--- src/rtl/async_tx_pkg.sv ---
package async_tx_pkg;

    typedef enum logic [2:0] {
        PAR_NONE  = 3'd0,
        PAR_ODD   = 3'd1,
        PAR_EVEN  = 3'd2,
        PAR_MARK  = 3'd3,
        PAR_SPACE = 3'd4
    } par_mode_e;

    typedef enum logic [2:0] {
        ST_IDLE,
        ST_START,
        ST_DATA,
        ST_PARITY,
        ST_STOP,
        ST_BREAK,
        ST_BRK_STOP
    } tx_state_e;

    // Clock factor at which stop lengths are counted in raw ticks
    localparam int unsigned FINE_FACTOR = 16;

    function automatic logic parity_present(par_mode_e m);
        return (m == PAR_ODD) || (m == PAR_EVEN) ||
               (m == PAR_MARK) || (m == PAR_SPACE);
    endfunction

    // ones_xor is the XOR of the enabled data bits
    function automatic logic parity_value(par_mode_e m, logic ones_xor);
        case (m)
            PAR_ODD:  return ~ones_xor;
            PAR_EVEN: return ones_xor;
            PAR_MARK: return 1'b1;
            default:  return 1'b0;
        endcase
    endfunction

endpackage

--- src/rtl/async_tx_timer.sv ---
module async_tx_timer #(
    parameter int CNT_W = 8
) (
    input  logic             clk,
    input  logic             rst,
    input  logic             tick,
    input  logic             restart,
    input  logic [CNT_W-1:0] limit,
    output logic             done
);
    logic [CNT_W-1:0] cnt;

    // done marks the tick that closes the current interval
    assign done = tick && !restart && (cnt == limit - CNT_W'(1));

    always_ff @(posedge clk) begin
        if (rst || restart || done) begin
            cnt <= '0;
        end else if (tick) begin
            cnt <= cnt + CNT_W'(1);
        end
    end
endmodule

--- src/rtl/async_tx_shifter.sv ---
module async_tx_shifter
    import async_tx_pkg::*;
#(
    parameter int DATA_W = 8,
    parameter int NB_W   = 4
) (
    input  logic              clk,
    input  logic              rst,
    input  logic              load,
    input  logic              shift,
    input  logic [DATA_W-1:0] data,
    input  logic [NB_W-1:0]   nbits,
    input  par_mode_e         mode,
    output logic              line_bit,
    output logic              par_bit
);
    logic [DATA_W-1:0] mask;
    logic [DATA_W-1:0] sh;
    logic              par_q;

    for (genvar i = 0; i < DATA_W; i++) begin : g_mask
        assign mask[i] = (NB_W'(i) < nbits);
    end

    always_ff @(posedge clk) begin
        if (rst) begin
            sh    <= '0;
            par_q <= 1'b0;
        end else if (load) begin
            sh    <= data;
            par_q <= parity_value(mode, ^(data & mask));
        end else if (shift) begin
            sh    <= sh >> 1;
        end
    end

    assign line_bit = sh[0];
    assign par_bit  = par_q;
endmodule

--- src/rtl/async_tx_frac.sv ---
module async_tx_frac
    import async_tx_pkg::*;
#(
    parameter int DATA_W     = 8,
    parameter int MAX_FACTOR = 64,
    parameter int STOP_W     = 6,
    localparam int FACT_W    = $clog2(MAX_FACTOR + 1),
    localparam int NB_W      = $clog2(DATA_W + 1)
) (
    input  logic              clk,
    input  logic              rst,
    input  logic              tick,
    input  logic [FACT_W-1:0] cfg_factor,
    input  logic [NB_W-1:0]   cfg_data_bits,
    input  logic [2:0]        cfg_parity,
    input  logic [STOP_W-1:0] cfg_stop,
    input  logic              break_req,
    input  logic              in_valid,
    input  logic [DATA_W-1:0] in_data,
    output logic              in_ready,
    output logic              busy,
    output logic              tx
);
    localparam int CNT_W   = $clog2(2 * MAX_FACTOR + 1);
    localparam int WHOLE_W = STOP_W - 3;

    tx_state_e         state;
    logic [FACT_W-1:0] factor_q;
    logic [NB_W-1:0]   nbits_q;
    par_mode_e         par_q;
    logic [STOP_W-1:0] stop_q;
    logic [NB_W-1:0]   bit_cnt;

    logic              idle;
    logic              accept;
    logic              restart;
    logic              done;
    logic [CNT_W-1:0]  limit;
    logic [CNT_W-1:0]  stop_ticks;
    logic [STOP_W:0]   stop_up;
    logic [WHOLE_W-1:0] stop_whole;
    logic              line_bit;
    logic              par_bit;
    logic              shift;

    assign idle     = (state == ST_IDLE);
    assign in_ready = idle && !break_req;
    assign accept   = in_valid && in_ready;
    assign busy     = !idle;
    assign restart  = idle || (state == ST_BREAK);
    assign shift    = (state == ST_DATA) && done;

    // Stop length: raw sixteenths at the fine factor, whole bits otherwise
    assign stop_up    = {1'b0, stop_q} + (STOP_W + 1)'(15);
    assign stop_whole = stop_up[STOP_W:4];

    always_comb begin
        if (factor_q == FACT_W'(FINE_FACTOR)) begin
            stop_ticks = CNT_W'(stop_q);
        end else begin
            stop_ticks = CNT_W'(stop_whole) * CNT_W'(factor_q);
        end
    end

    always_comb begin
        if (state == ST_STOP || state == ST_BRK_STOP) begin
            limit = stop_ticks;
        end else begin
            limit = CNT_W'(factor_q);
        end
    end

    async_tx_timer #(.CNT_W(CNT_W)) u_timer (
        .clk     (clk),
        .rst     (rst),
        .tick    (tick),
        .restart (restart),
        .limit   (limit),
        .done    (done)
    );

    async_tx_shifter #(.DATA_W(DATA_W), .NB_W(NB_W)) u_shift (
        .clk      (clk),
        .rst      (rst),
        .load     (accept),
        .shift    (shift),
        .data     (in_data),
        .nbits    (cfg_data_bits),
        .mode     (par_mode_e'(cfg_parity)),
        .line_bit (line_bit),
        .par_bit  (par_bit)
    );

    // Configuration tracks the inputs while idle and freezes on leaving idle
    always_ff @(posedge clk) begin
        if (rst) begin
            factor_q <= FACT_W'(FINE_FACTOR);
            nbits_q  <= NB_W'(DATA_W);
            par_q    <= PAR_NONE;
            stop_q   <= STOP_W'(16);
        end else if (idle) begin
            factor_q <= cfg_factor;
            nbits_q  <= cfg_data_bits;
            par_q    <= par_mode_e'(cfg_parity);
            stop_q   <= cfg_stop;
        end
    end

    always_ff @(posedge clk) begin
        if (rst) begin
            state   <= ST_IDLE;
            bit_cnt <= '0;
        end else begin
            case (state)
                ST_IDLE: begin
                    bit_cnt <= '0;
                    if (break_req) begin
                        state <= ST_BREAK;
                    end else if (in_valid) begin
                        state <= ST_START;
                    end
                end
                ST_START: begin
                    if (done) begin
                        state <= ST_DATA;
                    end
                end
                ST_DATA: begin
                    if (done) begin
                        if (bit_cnt == nbits_q - NB_W'(1)) begin
                            state <= parity_present(par_q) ? ST_PARITY : ST_STOP;
                        end else begin
                            bit_cnt <= bit_cnt + NB_W'(1);
                        end
                    end
                end
                ST_PARITY: begin
                    if (done) begin
                        state <= ST_STOP;
                    end
                end
                ST_STOP: begin
                    if (done) begin
                        state <= ST_IDLE;
                    end
                end
                ST_BREAK: begin
                    if (!break_req) begin
                        state <= ST_BRK_STOP;
                    end
                end
                ST_BRK_STOP: begin
                    if (done) begin
                        state <= ST_IDLE;
                    end
                end
                default: state <= ST_IDLE;
            endcase
        end
    end

    always_comb begin
        case (state)
            ST_START:  tx = 1'b0;
            ST_DATA:   tx = line_bit;
            ST_PARITY: tx = par_bit;
            ST_BREAK:  tx = 1'b0;
            default:   tx = 1'b1;
        endcase
    end
endmodule

--- config.mk ---
export PLATFORM = sky130hd
export DESIGN_NAME = async_tx_frac
export DESIGN_NICKNAME = d
export VERILOG_FILES = /design/src/rtl/async_tx_pkg.sv /design/src/rtl/async_tx_timer.sv /design/src/rtl/async_tx_shifter.sv /design/src/rtl/async_tx_frac.sv
export SDC_FILE = /design/constraint.sdc
export NUM_CORES = 1
export LEC_CHECK = 0
export BUFFER_PORTS_ARGS = -buffer_cell sky130_fd_sc_hd__buf_2
export CAP_MARGIN = 20
export CORE_UTILIZATION = 42
export DETAILED_ROUTE_END_ITERATION = 10
export SETUP_SLACK_MARGIN = 0.2
export SYNTH_ARGS = -nofsm -noshare
export SYNTH_HDL_FRONTEND = slang
export SYNTH_SLANG_ARGS = --single-unit
--- constraint.sdc ---
create_clock -name clk -period 8.6 [get_ports clk]
set_input_delay 0.86 -clock clk [delete_from_list [all_inputs] [get_ports clk]]
set_output_delay 0.86 -clock clk [all_outputs]
set_load 0.02 [all_outputs]
Word level (Yosys, flattened, before mapping)

Cells that the tools add are included.

Bits in registers: 44
Logic and storage cells: 91
Bits of input ports: 33
Output and inout bits: 3

Magnitude comparators: 8
Reduce and logical (&&, ||, !) cells: 23
Bitwise operators: 2
Multiplexer cells: 19
Equal/unequal tests: 24
Add/sub/neg operators: 5
Multiply operators: 1

Operators with widths:

| cell                                                                         | number |
|---|---|
| 8-bit two-way mux                                                            | 4 |
| 3-bit two-way mux                                                            | 9 |
| 3-bit by 2-bit == test with 1-bit output (second input constant)             | 6 |
| 3-bit case mux with 6 select lines                                           | 1 |
| 3-bit by 4-bit less-than comparator with 1-bit output (first input constant) | 4 |
| 3-bit == test (second input constant)                                        | 4 |
| 2-bit != test (second input constant)                                        | 5 |
| 3-bit by 1-bit == test with 1-bit output (second input constant)             | 3 |
| 8-bit by 1-bit adder with 8-bit output (second input constant)               | 1 |
| 8-bit AND                                                                    | 1 |
| 8-bit == test                                                                | 1 |
| 1-bit by 4-bit less-than comparator with 1-bit output (first input constant) | 2 |
| 2-bit by 4-bit less-than comparator with 1-bit output (first input constant) | 2 |
| 3-bit by 7-bit multiplier with 8-bit output                                  | 1 |
| 4-bit two-way mux                                                            | 2 |
| 4-bit case mux with 2 select lines                                           | 1 |
| 8-bit parity                                                                 | 1 |
| 8-bit by 1-bit subtractor with 8-bit output (second input constant)          | 1 |
| 6-bit by 4-bit adder with 7-bit output (second input constant)               | 1 |
| 7-bit by 5-bit == test with 1-bit output (second input constant)             | 1 |
| 1-bit logical OR                                                             | 7 |
| 7-bit AND reduction                                                          | 1 |
| 1-bit case mux with 3 select lines                                           | 2 |
| 1-bit logical AND                                                            | 5 |
| 11 further kinds                                                             | 16 |

Longest topological paths before layout

Word-level depth: 10
Depth in mapped cells: 17
Gate-level depth less buffers: 17

By module

From an unflattened synthesis, not the netlist that was laid out.

Cell total of the unflattened synthesis: 402
Area, all modules: 3251.9 sq um

Modules (own cells, without submodules):

| module           | cells an instance | area an instance (sq um) | instances |
|---|---|---|---|
| async_tx_frac    | 244               | 1914.3                   | 1 |
| async_tx_timer   | 73                | 689.4                    | 1 |
| async_tx_shifter | 85                | 648.1                    | 1 |

Worst setup path after synthesis

OpenSTA, ideal clock, no wires.

Kind: register to register
Start point: reg stop_q[0]
End point: reg state[1]
Path slack: 3.701 ns
Stages on the path, launching flop included: 18
Setup time: 0.116 ns
Buffers on the path: 0
Arrival: 4.783 ns
Required time: 8.484 ns
Path through: dfxtp_1 -> o41ai_1 -> nor2_1 -> and2_1 -> fa_1 -> ha_1 -> inv_1 -> fa_1 -> nand2b_1 -> a21oi_1 -> xnor2_1 -> o31ai_1 -> xnor3_1 -> or4_4 -> and3_4 -> or3b_4 -> or2_0 -> a31o_1

Word-level cells in the longest chain between the ends: 9

Ends and longest elaborated chain:

| item                                                                                              | RTL line             | text |
|---|---|---|
| start: declaration                                                                                | async_tx_frac.sv:31  | `logic [STOP_W-1:0] stop_q;` |
| start signal: assignment                                                                          | async_tx_frac.sv:105 | `stop_q <= cfg_stop;` |
| 6-bit by 4-bit adder with 7-bit output                                                            | async_tx_frac.sv:54  | `assign stop_up = {1'b0, stop_q} + (STOP_W + 1)'(15);` |
| 3-bit by 7-bit multiplier with 8-bit output                                                       | async_tx_frac.sv:61  | `stop_ticks = CNT_W'(stop_whole) * CNT_W'(factor_q);` |
| 8-bit two-way mux (*)                                                                             | async_tx_frac.sv:58  | `if (factor_q == FACT_W'(FINE_FACTOR)) begin` |
| 8-bit two-way mux (*)                                                                             | async_tx_frac.sv:66  | `if (state == ST_STOP \|\| state == ST_BRK_STOP) begin` |
| 8-bit by 1-bit subtractor with 8-bit output (*)                                                   | async_tx_timer.sv:14 | `assign done = tick && !restart && (cnt == limit - CNT_W'(1));` |
| 8-bit == test (*)                                                                                 | async_tx_timer.sv:14 |  |
| 1-bit logical AND (*)                                                                             | async_tx_timer.sv:14 |  |
| 2-bit != test (no source line) / 2-bit by 1-bit != test with 1-bit output (equally long branches) | --                   |  |
| 7-bit AND reduction (no source line) (*)                                                          | --                   |  |
| end signal: assignment                                                                            | async_tx_frac.sv:131 | `state <= parity_present(par_q) ? ST_PARITY : ST_STOP;` |
| end: declaration                                                                                  | async_tx_frac.sv:27  | `tx_state_e state;` |

Every way passes the cells marked *; elsewhere a longest branch is shown, timed or not.
A chain may end at the register's enable or synchronous reset.

Worst setup path in the final report

Ends and elaborated chain as after synthesis.

==> load_flow_metrics.sql <==
INSERT INTO impl_metrics (metric_group, metric, value, unit) VALUES
('global_routing', 'grt_antenna_before_repair', '0', ''),
('global_routing', 'grt_pass1_vias', '2555', ''),
('sta', 'skew', '0.004411', 'ns'),
('logic_synthesis', 'syn_avg_cell_area', '7.922', 'um2'),
('floorplan', 'fp.dieH', '87.66', 'um'),
('detailed_routing', 'first_pass_iters', '4', ''),
('detailed_routing', 'detailroute.via_count', '2750', ''),
('logic_synthesis', 'synth.distinct_cells', '54', ''),
('cts', 'cts.clk_slew.worst_paths', '0.09', 'ns'),
('hold_path', 'hold_end', 'par_q[0]', ''),
('sta', 'final_period_minus_worst_setup_slack', '5.295', 'ns'),
('logic_synthesis', 'mappedNetlistArea', '3082', 'um2'),
('cts', 'ctsHoldBuffers', '0', ''),
('place', 'place.port_buffers', '35', ''),
('place', 'hpwl', '5.391', 'mm'),
('global_routing', 'grt_first_pass_wirelength', '12.08', 'mm'),
('detailed_routing', 'drtIter0Drc', '114', ''),
('finish', 'drive_above_1_share', '0.1425', ''),
('finish', 'finish.cell_count_without_fillers', '517', ''),
('finish', 'fin_area', '3468', 'um2'),
('hold_path', 'worst_hold_path.num_cells', '2', ''),
('logic_synthesis', 'syn_inst', '389', ''),
('cts', 'clk_latency', '0.30', 'ns'),
('global_routing', 'gr-total-overflow', '0', ''),
('sta', 'max_slew.worst_pin.slew', '0.7181', 'ns'),
('finish', 'final_nets', '469', ''),
('pwr', 'max-vdd-ir-drop', '0.0001346', 'V'),
('logic_synthesis', 'synth_edf_count', '0', ''),
('hold_path', 'hold_path_class', 'flip-flop to flip-flop', ''),
('setup_path', 'worstSetupEndpointType', 'flip-flop', ''),
('setup_path', 'reg2reg_depth', '17', ''),
('setup_path', 'delay_contributed_by_the_slowest_stage_of_the_critical_path', '0.71', 'ns'),
('cts', 'tritoncts_clock_tree', 'built', ''),
('flow_run', 'maxCapViolCount', '0', ''),
('sta', 'achievable-frequency', '188.9', 'MHz'),
('floorplan', 'core_region_area', '6944', 'um2'),
('global_routing', 'global_route.usage.total', '0.2006', ''),
('setup_path', 'cpLargestDelayFamily', 'simple AND/OR/NAND/NOR gates', ''),
('cts', 'htree_num_levels', '2', ''),
('run_status', 'run_status', 'complete, no violations', ''),
('sta', 'grt_setup_unrepaired', 'no', ''),
('detailed_routing', 'final_antenna_net_count', '0', ''),
('hold_path', 'min-delay-start', 'par_q[0]', ''),
('setup_path', 'timing.critical_path.depth', '17', ''),
('cts', 'clock_root_cell', 'clkbuf_8', ''),
('detailed_routing', 'route.final.wire_length', '7.038', 'mm'),
('sta', 'finalSetupViolCount', '0', ''),
('setup_path', 'worstReg2RegEnd', 'state[1]', ''),
('logic_synthesis', 'synth.ff_latch_count', '44', ''),
('finish', 'antennaDiodeCount', '0', ''),
('cts', 'post_cts_resized', '0', ''),
('pwr', 'report.power.total', '1127', 'uW'),
('place', 'placed_cell_area', '3352', 'um2'),
('setup_path', 'critical_path.cell_chain', 'o41ai_1 > nor2_1 > and2_1 > fa_1 > ha_1 > inv_1 > fa_1 > nand2b_1 > a21oi_1 > xnor2_1 > o31ai_1 > xnor3_1 > or4_4 > and3_4 > or3b_4 > or2_0 > a31o_1', ''),
('setup_path', 'critical_path_class', 'flip-flop to flip-flop', ''),
('detailed_routing', 'detail_route.vias_per_cell', '5.319', ''),
('sta', 'finalMaxSlewViolations', '0', ''),
('cts', 'tritoncts.num_buffers', '5', ''),
('global_routing', 'grt_start_max_net_pins', '35', ''),
('cts', 'maximum_buffer_depth_of_the_clock_tree', '2', ''),
('cts', 'clock_sink_count', '44', ''),
('logic_synthesis', 'synth-seq-area-share', '0.2858', ''),
('place', 'dp.cells', '509', ''),
('setup_path', 'worstPathRequired', '8.80', 'ns'),
('detailed_routing', 'drc', '0', ''),
('sta', 'period_share', '0.6157', ''),
('setup_path', 'arrival', '5.50', 'ns'),
('logic_synthesis', 'synth-main-ff-cell', 'dfxtp_1', ''),
('pwr', 'power_leakage', '0.001351', 'uW'),
('sta', 'finalSetupTns', '0', 'ns'),
('setup_path', 'cp-start-kind', 'flip-flop', '');
==> layout make-up <==
cell class              count  area, um2
clock buffers               5      68.82
well taps                  96      120.1
repair buffers             38      197.7
fillers                   708       3476
flip-flops and latches     44      880.8
inverters                  14      52.55
multi-input cells         317       2101
clock inverters             3      47.55
==> report_power, final <==
group | internal (uW) | switching, uW
combinational | 275 | 370
sequential | 250 | 66.7
clock | 87.6 | 77.6
total | 612 | 514
==> worst min-delay path, delay by kind of cell (launching register included) <==
family             cells  cell delay [ns]
DFF                    1             0.32
and+or+nand+nor        1             0.05
AOI/OAI and AO/OA      1             0.05
==> cell usage after synthesis, drive strengths merged (9+ instances only) <==
master   n  share of area
clkbuf  12          0.015
nor3    10          0.016
nand3   10          0.016
and2     9          0.018
o21ai   16          0.026
dfxtp   44           0.29
mux2i   12          0.039
a21oi   34          0.055
nor2    39          0.050
nand2   57          0.069
xor2    15          0.043
ha      10          0.041
a211oi   9          0.022
inv     14          0.017
xnor2   20          0.057
==> per-stage QoR <==
| stage | utilization | worst slack [ns] |
|---|---|---|
| final | 0.4995 | 3.305 |
| after global routing | 0.4995 | 2.920 |
| after CTS | 0.4995 | 3.277 |
| after detailed placement | 0.4827 | 3.295 |
| after global placement | 0.4827 | 3.416 |
| after floorplan | - | 3.701 |
==> metal layers <==
| layer | GRT usage | vias up | part of all wire | wire [um] |
|---|---|---|---|---|
| li1 | - | 1419 | - | - |
| met1 | 0.2783 | 1286 | 0.50 | 3509 |
| met2 | 0.3232 | 40 | 0.46 | 3257 |
| met3 | 0.03016 | 5 | 0.029 | 205 |
| met4 | 0.05812 | 0 | 0.0092 | 65 |
| met5 | 0 | - | 0 | 0 |
==> cells by family after synthesis <==
| group | Yosys count | share of synthesized area |
|---|---|---|
| AOI/OAI and AO/OA | 85 | 0.1758 |
| xor gates and xnor gates | 37 | 0.1141 |
| adders and majority gates | 16 | 0.07958 |
| buffers and inverters | 28 | 0.03410 |
| DFF | 44 | 0.2858 |
| muxes | 12 | 0.03898 |
| and+or+nand+nor | 167 | 0.2716 |
==> worst max-delay path by stage <==
stage | to | slack [ns]
4_1_cts | state[1] | 3.28
5_1_grt | state[1] | 2.92
6_report | state[1] | 3.31
3_5_place_dp | state[1] | 3.29
2_1_floorplan | state[1] | 3.70
3_3_place_gp | state[1] | 3.42
==> cell usage in the layout (no fill, tap or decap), types with 2 or more instances in the layout <==
cell type / count
o21ba_2: 2
clkinv_4: 2
nor2_1: 38
fa_1: 6
or3b_4: 2
a21oi_1: 34
nand3_1: 10
and2_1: 9
nor4_1: 3
dfxtp_1: 44
a31oi_1: 4
or3_1: 3
mux2i_1: 12
nor4b_1: 2
and4_1: 2
nand4_1: 5
o31a_1: 3
nand2b_1: 6
nand2_1: 57
o21ai_0: 16
buf_4: 3
nor3_1: 9
inv_1: 14
xnor2_1: 20
xnor3_1: 2
ha_1: 10
o21a_1: 2
o311ai_0: 2
buf_2: 35
clkbuf_8: 5
nor2b_1: 6
xor2_1: 15
o211ai_2: 2
nand3b_1: 4
a211oi_1: 9
==> flip-flops by register name, indices dropped and copies added, names as in the netlist <==
| name | flops |
|---|---|
| state | 3 |
| bit_cnt | 4 |
| factor_q | 7 |
| u_shift.par_bit | 1 |
| par_q | 3 |
| u_shift.sh | 8 |
| nbits_q | 4 |
| stop_q | 6 |
| u_timer.cnt | 8 |
Power figures use the tool's default switching activity.
